File: src/rtl/sdpr_pkg.sv
package sdpr_pkg;
    localparam int DATA_W_DEF   = 8;
    localparam int CHANNELS_DEF = 8;
    localparam int SLOTS_DEF    = 64;

    // True when the write and read requests touch the same word in one cycle.
    function automatic logic same_word_hit(input logic we, input logic re,
                                           input logic [31:0] wa,
                                           input logic [31:0] ra);
        return we && re && (wa == ra);
    endfunction
endpackage

File: src/rtl/sdpr_array.sv
module sdpr_array #(
    parameter int DATA_W = sdpr_pkg::DATA_W_DEF,
    parameter int ADDR_W = 9,
    localparam int DEPTH = 1 << ADDR_W
) (
    input  logic              clk,
    input  logic              rst,
    input  logic              we,
    input  logic [ADDR_W-1:0] wa,
    input  logic [DATA_W-1:0] wd,
    input  logic              re,
    input  logic [ADDR_W-1:0] ra,
    output logic [DATA_W-1:0] q
);
    logic [DATA_W-1:0] store [DEPTH];

    // Storage has no reset; only the output register is cleared.
    always_ff @(posedge clk) begin
        if (we) store[wa] <= wd;
    end

    // Read-before-write: the old word is captured when addresses match.
    always_ff @(posedge clk) begin
        if (rst)     q <= '0;
        else if (re) q <= store[ra];
    end
endmodule

File: src/rtl/sdpr_bypass.sv
module sdpr_bypass #(
    parameter int DATA_W = sdpr_pkg::DATA_W_DEF,
    parameter int ADDR_W = 9
) (
    input  logic              clk,
    input  logic              rst,
    input  logic              we,
    input  logic [ADDR_W-1:0] wa,
    input  logic [DATA_W-1:0] wd,
    input  logic              re,
    input  logic [ADDR_W-1:0] ra,
    output logic              hit_q,
    output logic [DATA_W-1:0] fwd_q
);
    import sdpr_pkg::*;

    logic hit_now;
    assign hit_now = same_word_hit(we, re, 32'(wa), 32'(ra));

    always_ff @(posedge clk) begin
        if (rst) begin
            hit_q <= 1'b0;
            fwd_q <= '0;
        end else if (re) begin
            hit_q <= hit_now;
            fwd_q <= wd;
        end
    end

    // a registered hit always carries the data written at the collision
    a_r4_hit_carries_write: assert property (@(posedge clk) disable iff (rst)
        (re && we && wa == ra) |=> (hit_q && fwd_q == $past(wd)));
endmodule

File: src/rtl/sdpr_fwd_ram.sv
module sdpr_fwd_ram #(
    parameter int DATA_W   = sdpr_pkg::DATA_W_DEF,
    parameter int CHANNELS = sdpr_pkg::CHANNELS_DEF,
    parameter int SLOTS    = sdpr_pkg::SLOTS_DEF,
    localparam int ADDR_W  = $clog2(CHANNELS) + $clog2(SLOTS)
) (
    input  logic              clk,
    input  logic              rst,
    input  logic              wr_en,
    input  logic [ADDR_W-1:0] wr_addr,
    input  logic [DATA_W-1:0] wr_data,
    input  logic              rd_en,
    input  logic [ADDR_W-1:0] rd_addr,
    output logic [DATA_W-1:0] rd_data
);
    logic              we_g;
    logic [DATA_W-1:0] arr_q;
    logic [DATA_W-1:0] fwd_q;
    logic              hit_q;

    // Writes are held off while reset is asserted.
    assign we_g = wr_en & ~rst;

    sdpr_array #(.DATA_W(DATA_W), .ADDR_W(ADDR_W)) u_array (
        .clk(clk), .rst(rst),
        .we(we_g), .wa(wr_addr), .wd(wr_data),
        .re(rd_en), .ra(rd_addr), .q(arr_q)
    );

    sdpr_bypass #(.DATA_W(DATA_W), .ADDR_W(ADDR_W)) u_bypass (
        .clk(clk), .rst(rst),
        .we(we_g), .wa(wr_addr), .wd(wr_data),
        .re(rd_en), .ra(rd_addr),
        .hit_q(hit_q), .fwd_q(fwd_q)
    );

    assign rd_data = hit_q ? fwd_q : arr_q;

    // reset clears the read output
    a_r1_reset_clears: assert property (@(posedge clk)
        rst |=> rd_data == '0);

    // collision returns the incoming write data
    a_r4_forward: assert property (@(posedge clk) disable iff (rst)
        (rd_en && wr_en && wr_addr == rd_addr) |=> rd_data == $past(wr_data));

    // idle read port holds its output
    a_r6_hold: assert property (@(posedge clk) disable iff (rst)
        !rd_en |=> $stable(rd_data));

    // a read without a collision comes from the array
    a_r3_array_path: assert property (@(posedge clk) disable iff (rst)
        (rd_en && !(wr_en && wr_addr == rd_addr)) |=> rd_data == arr_q);
endmodule

File: config.mk
export PLATFORM = sky130hd
export DESIGN_NAME = sdpr_fwd_ram
export DESIGN_NICKNAME = d
export VERILOG_FILES = /design/src/rtl/sdpr_pkg.sv /design/src/rtl/sdpr_array.sv /design/src/rtl/sdpr_bypass.sv /design/src/rtl/sdpr_fwd_ram.sv
export SDC_FILE = /design/constraint.sdc
export NUM_CORES = 2
export LEC_CHECK = 0
export ABC_AREA = 1
export BUFFER_PORTS_ARGS = -buffer_cell sky130_fd_sc_hd__buf_2
export CAP_MARGIN = 0
export CORE_MARGIN = 2
export CORE_UTILIZATION = 30
export CTS_CLUSTER_SIZE = 40
export DETAILED_ROUTE_END_ITERATION = 10
export HOLD_SLACK_MARGIN = 0.1
export PLACE_DENSITY = 0.51
export RECOVER_POWER = 50
export SYNTH_ARGS = -nofsm -noshare
export SYNTH_HDL_FRONTEND = slang
export SYNTH_SLANG_ARGS = --single-unit
File: constraint.sdc
create_clock -name clk -period 2.3 [get_ports clk]
set_input_delay 0.345 -clock clk [delete_from_list [all_inputs] [get_ports clk]]
set_output_delay 0.345 -clock clk [all_outputs]
set_load 0.02 [all_outputs]
# Word level (Yosys, flattened, before mapping)
# Memory sizes are Yosys's and may differ from the RTL's. A register that Yosys moved wholly into a read port is not among the register bits.
# Cells that the tools add are included.
op_classes:
  eq_ne: 1
  n_mux: 3
  bitwise: 2
  reduce_logical: 2
ops:
  columns: ["cell", "n"]
  rows:
  - ["== test 9 bit", 1]
  - ["2-to-1 mux 8 bit", 1]
  - ["logical AND 1 bit", 2]
  - ["2-to-1 mux 1 bit", 2]
  - ["AND 1 bit", 1]
  - ["NOT 1 bit", 1]
totals:
  register_bits: 9
  mem_bits_rw: 4096
  output_inout_bits: 8
  elab_cells: 11
  n_memories: 1
memory_table:
  columns: ["name", "words", "word_bits", "read_ports", "rd_ports_with_merged_regs", "write_ports", "line", "text"]
  rows:
  - ["u_array.store", 512, 8, 1, 1, 1, "sdpr_array.sv:15", "logic [DATA_W-1:0] store [DEPTH];"]

# Longest topological paths before layout
depth:
  word_depth: 4
  depth_mapped: 17
  mapped_depth_nobuf: 13

# Modules after synthesis
# From an unflattened synthesis, not the netlist that was laid out.
hier_totals:
  hier_cells: 14041
  area_unflattened_um2: 167339.2
modules_own_cells:
  columns: ["module", "instances", "cells_per_inst", "area_each_um2"]
  rows:
  - ["sdpr_array", 1, 13926, 166737.4]
  - ["sdpr_bypass", 1, 87, 489.2]
  - ["sdpr_fwd_ram", 1, 28, 112.6]

# Worst setup path after synthesis
# Ideal clock, no wire load.
synth_path:
  path_type: "input -> register"
  from: "input rst"
  to: "memory u_array.store[100][0] in the netlist's numbering, enable pin"
  setup_time_ns: 0.370
  arrival_time_ns: 1.875
  t_required_ns: 1.930
  setup_slack_ns: 0.055
  cell_stages: 6
  cell_sequence: "clkbuf_1 or2_2 nor3_1 nand2_1 clkbuf_1 nor2_1"
synth_via:
  elab_chain_len: 4
synth_lines:
  columns: ["item", "line", "text"]
  rows:
  - ["start, declared", "sdpr_fwd_ram.sv:8", "input logic rst,"]
  - ["NOT 1 bit", "sdpr_fwd_ram.sv:22", "assign we_g = wr_en & ~rst;"]
  - ["AND 1 bit", "sdpr_fwd_ram.sv:22", null]
  - ["2-to-1 mux 1 bit", "sdpr_array.sv:19", "if (we) store[wa] <= wd;"]
  - ["2-to-1 mux 1 bit (not written as such)", "sdpr_array.sv:19", null]
  - ["end, declared", "sdpr_array.sv:15", null]
# Every way passes these cells.

# Final worst setup path
layout_path:
  from: "input rst"
  to: "memory u_array.store[170][3] in the netlist's numbering, enable pin"
# Same word-level chain as after synthesis.

==> results.md <==
- Run status: finished, violations left
- Failing checks: capacitance limit, slew limit, setup timing
- Layout Cell Area excl Fill: 201000 um^2
- Worst slew pin tran: 1780 ps
- Die Area: 564000 um^2
- Psw: 37.8 mW
- Average wire per cell in the routed design: 23.3 um
- Power Internal: 124 mW
- Startpoint types: primary input
- Commonest cells after routing, fill and taps aside: sky130_fd_sc_hd__nand2_1, sky130_fd_sc_hd__edfxtp_1, sky130_fd_sc_hd__nand3_1, sky130_fd_sc_hd__buf_4, sky130_fd_sc_hd__nor2_1
- Insertion delay of the later-clocked pin in the worst-skew pair: 1000 ps
- Area of the placeable core: 556000 um^2
- CTS tree: built
- Combined area of the multi-input logic cells: 38800 um^2
- Final-report hold violation count: 0
- Hold WC Path Type: in -> reg
- Standby leakage power: 71.4 nW
- Syn_nets: 14000
- Port Buffer Count: 37
- Cell-by-cell listing of the critical path: dlygate4sd3_1 -> buf_2 -> or2_2 -> nor2_1 -> buf_4 -> nand2_4 -> buf_4 -> nor2_1 -> buf_4
- Most used cell along the critical path: sky130_fd_sc_hd__buf_4
- Deepest level of the CTS H-tree: 5
- Clock Tree Root: sky130_fd_sc_hd__clkbuf_16
- Routed WL: 532000 um
- Required time reported for the critical path endpoint: 3020 ps
- Max stage delay on crit path: 530 ps
- Share of synthesized area spent on multiplexers: 0%
- Max-slew violation count: 107
- Warnings, synthesis: 0
- Routed Antenna Nets: 0
- Achievable clock frequency: 426 MHz
- Cell area after placement: 188000 um^2
- Total instance count after detailed placement: 22100
- Number of buffers inserted during clock tree synthesis: 430
- Combinational family with the most area after synthesis: simple AND/OR/NAND/NOR gates
- Tot GR Track Use: 18.3%
- Period utilisation layout: 102%
- Worst EP arrival: 3060 ps
- Count of pins on the block boundary: 38
- Worst supply voltage drop on vdd: 0.594 mV
- Min Clock Period, post-route: 2350 ps
- Clock Pin Slew Worst Setup and Hold Paths: 60 ps
- Switching Fraction: 23.3%
- Std-Cell Rows: 274
- Number of enable-type register cells in the synthesized netlist: 4096
- Distinct cells, synth: 25
- Post-Route Utilization: 36.2%
- First-pass GRT wire length: 766000 um
- Area of all sequential standard cells: 123000 um^2
- Final Worst Setup Slack: -45.5 ps
- Signed area change from the synthesized netlist to the final layout: 20.2%
- Post-layout instance count excluding filler cells: 22900
- Simple-gate share of the synthesized area: 22.8%
- Power per unit of standard cell area: 806 nW/um^2
- Layout Skew: 63.0 ps
- Element type at the critical path end: flop
- Crit-path slowest cell: sky130_fd_sc_hd__dlygate4sd3_1
- CP max FO: 8
- Number of DRC violations after detailed-routing iteration 0: 12600
- Vias per Instance: 4.93
- Initial core utilization: 30.1%
- Final Wtd Congestion: 0.899
- Total congestion overflow: 0
- Kind of critical path: in -> reg
- Share of post-route cells with drive strength above 1: 14.5%
- Via count of the first global-routing pass: 108000
- Largest net degree at the start of global routing: 113
- Worst slew margin: -18.4%
- Per-instance average area after synthesis: 12.0 um^2
- Register area share after synthesis: 73.7%
- Endpoints failing setup: 41
- Setup repair after global routing missed its margin: true
- Die Span Y: 751 um
- Complex-gate fraction of the synthesized area: 0.106%
- Power share of the sequential group: 50.9%
- Most common cell after layout, fill and taps aside: sky130_fd_sc_hd__nand2_1
- Combinational cell fraction of total power: 6.9%
- Number of antenna violations at the first check in global routing: 30
- Share of synthesized cell area in full adder, half adder and majority cells: 0%
- Part of the power in the clock network: 42.2%
- Buffers from clock root to sink, at most: 4
- DR vias: 113000
- Sinks on Clock Net: 4113
- FFs w/ async S/R, synth: 0%
- DRC violation count after routing: 0
- Count of TritonRoute iterations in the first routing pass: 7
- Number of maximum-capacitance constraint violations: 3
- Nets: 15100
- Synthesized-area fraction occupied by xor and xnor cells: 0.0157%
- Synthesized cell area: 167000 um^2
- Filler instances: 54000
- Post-detail-place hpwl: 340000 um
- Die span in x: 751 um
- Post-Route Setup TNS: -668 ps
- Count of state elements after synthesis: 4113
- Ys flop type: sky130_fd_sc_hd__edfxtp_1
- Gate Count Post-Synth: 14000
## per-stage QoR
step | setup WS, ps | hold WS [ps] | power (mW)
6_report | -45.5 | 293 | 162
5_1_grt | -70.8 | 269 | 167
4_1_cts | -79.4 | 153 | 164
3_5_place_dp | -764 | 450 | 95.4
3_3_place_gp | -806 | 447 | 95.3
2_1_floorplan | 54.9 | 441 | 89.2
## power groups by stage
stage          clock, mW  sequential, mW  combinational, mW
2_1_floorplan          0            84.1               5.15
3_3_place_gp           0            84.1               11.3
3_5_place_dp           0            84.1               11.3
4_1_cts             69.7            82.5               11.4
5_1_grt             72.5            82.5               12.0
6_report            68.4            82.5               11.2
## critical path, delay by kind of cell
kind	cells	cell delay, ps
buf+inv	5	1620
simple gates	4	1070
## worst paths after layout
path / from / endpoint / slack [ps] / cells past startpoint
worst max register to register: u_array.store[343][6] / u_array.q[6] / 40 / 13
worst min-delay path: wr_addr[6] / u_bypass.hit_q / 290 / 6
worst min register to register: u_bypass.fwd_q[1] / u_bypass.fwd_q[1] / 460 / 2
worst max-delay path: rst / u_array.store[170][3] / -50 / 9
## flip-flops by register name (all words and copies together), names as in the netlist
signal	cells
u_array.store	4096
u_array.q	8
u_bypass.hit_q	1
u_bypass.fwd_q	8
## routing by layer
layer	wire length (um)	track usage (%)	vias to the layer above
li1	-	-	52100
met1	236000	26.1	56000
met4	15800	5.14	6
met3	38000	2.79	758
met2	243000	28.8	3969
met5	343	0.396	-
## what timing repair did
action                      CTS  global route
setup endpoints to repair    11            17
buffers inserted              2             0
hold endpoints to repair   2797             0
gates resized for setup      61            32
gates cloned                  0             0
hold buffers                 17             0
pin swaps                     9             1
## cells in the mapped netlist, types with 2 or more instances
library cell / count / area, um^2
sky130_fd_sc_hd__buf_8: 2 / 30.0
sky130_fd_sc_hd__inv_1: 30 / 113
sky130_fd_sc_hd__buf_1: 68 / 255
sky130_fd_sc_hd__nor2_1: 521 / 1960
sky130_fd_sc_hd__buf_2: 495 / 2480
sky130_fd_sc_hd__buf_4: 137 / 1030
sky130_fd_sc_hd__clkbuf_1: 205 / 769
sky130_fd_sc_hd__nand2_1: 4180 / 15700
sky130_fd_sc_hd__o22ai_1: 3 / 18.8
sky130_fd_sc_hd__clkinv_1: 4 / 15.0
sky130_fd_sc_hd__edfxtp_1: 4096 / 123000
sky130_fd_sc_hd__a221oi_1: 2 / 17.5
sky130_fd_sc_hd__inv_4: 2 / 12.5
sky130_fd_sc_hd__o21ai_0: 8 / 40.0
sky130_fd_sc_hd__buf_6: 83 / 935
sky130_fd_sc_hd__a21oi_1: 18 / 90.1
sky130_fd_sc_hd__nor3_1: 10 / 50.1
sky130_fd_sc_hd__nand3_1: 4089 / 20500
sky130_fd_sc_hd__dfxtp_1: 17 / 340
sky130_fd_sc_hd__xor2_1: 3 / 26.3
## final cells by class
type                            count  area share [%]
Inverter                           37          0.0976
Tap cell                         7452            4.63
Timing Repair Buffer             1652            7.97
Sequential cell                  4113            61.3
Clock buffer                      535            5.60
Multi-Input combinational cell   8837            19.3
Antenna cell                       11          0.0137
Clock inverter                    253            1.14
## kinds of logic after synthesis
kind of cell	after synthesis
AND/OR/NAND/NOR	8802
flip-flops	4113
buffers and inverters	1028
AO/OA/AOI/OAI	32
XOR/XNOR	3
Power figures use the tool's default switching activity.
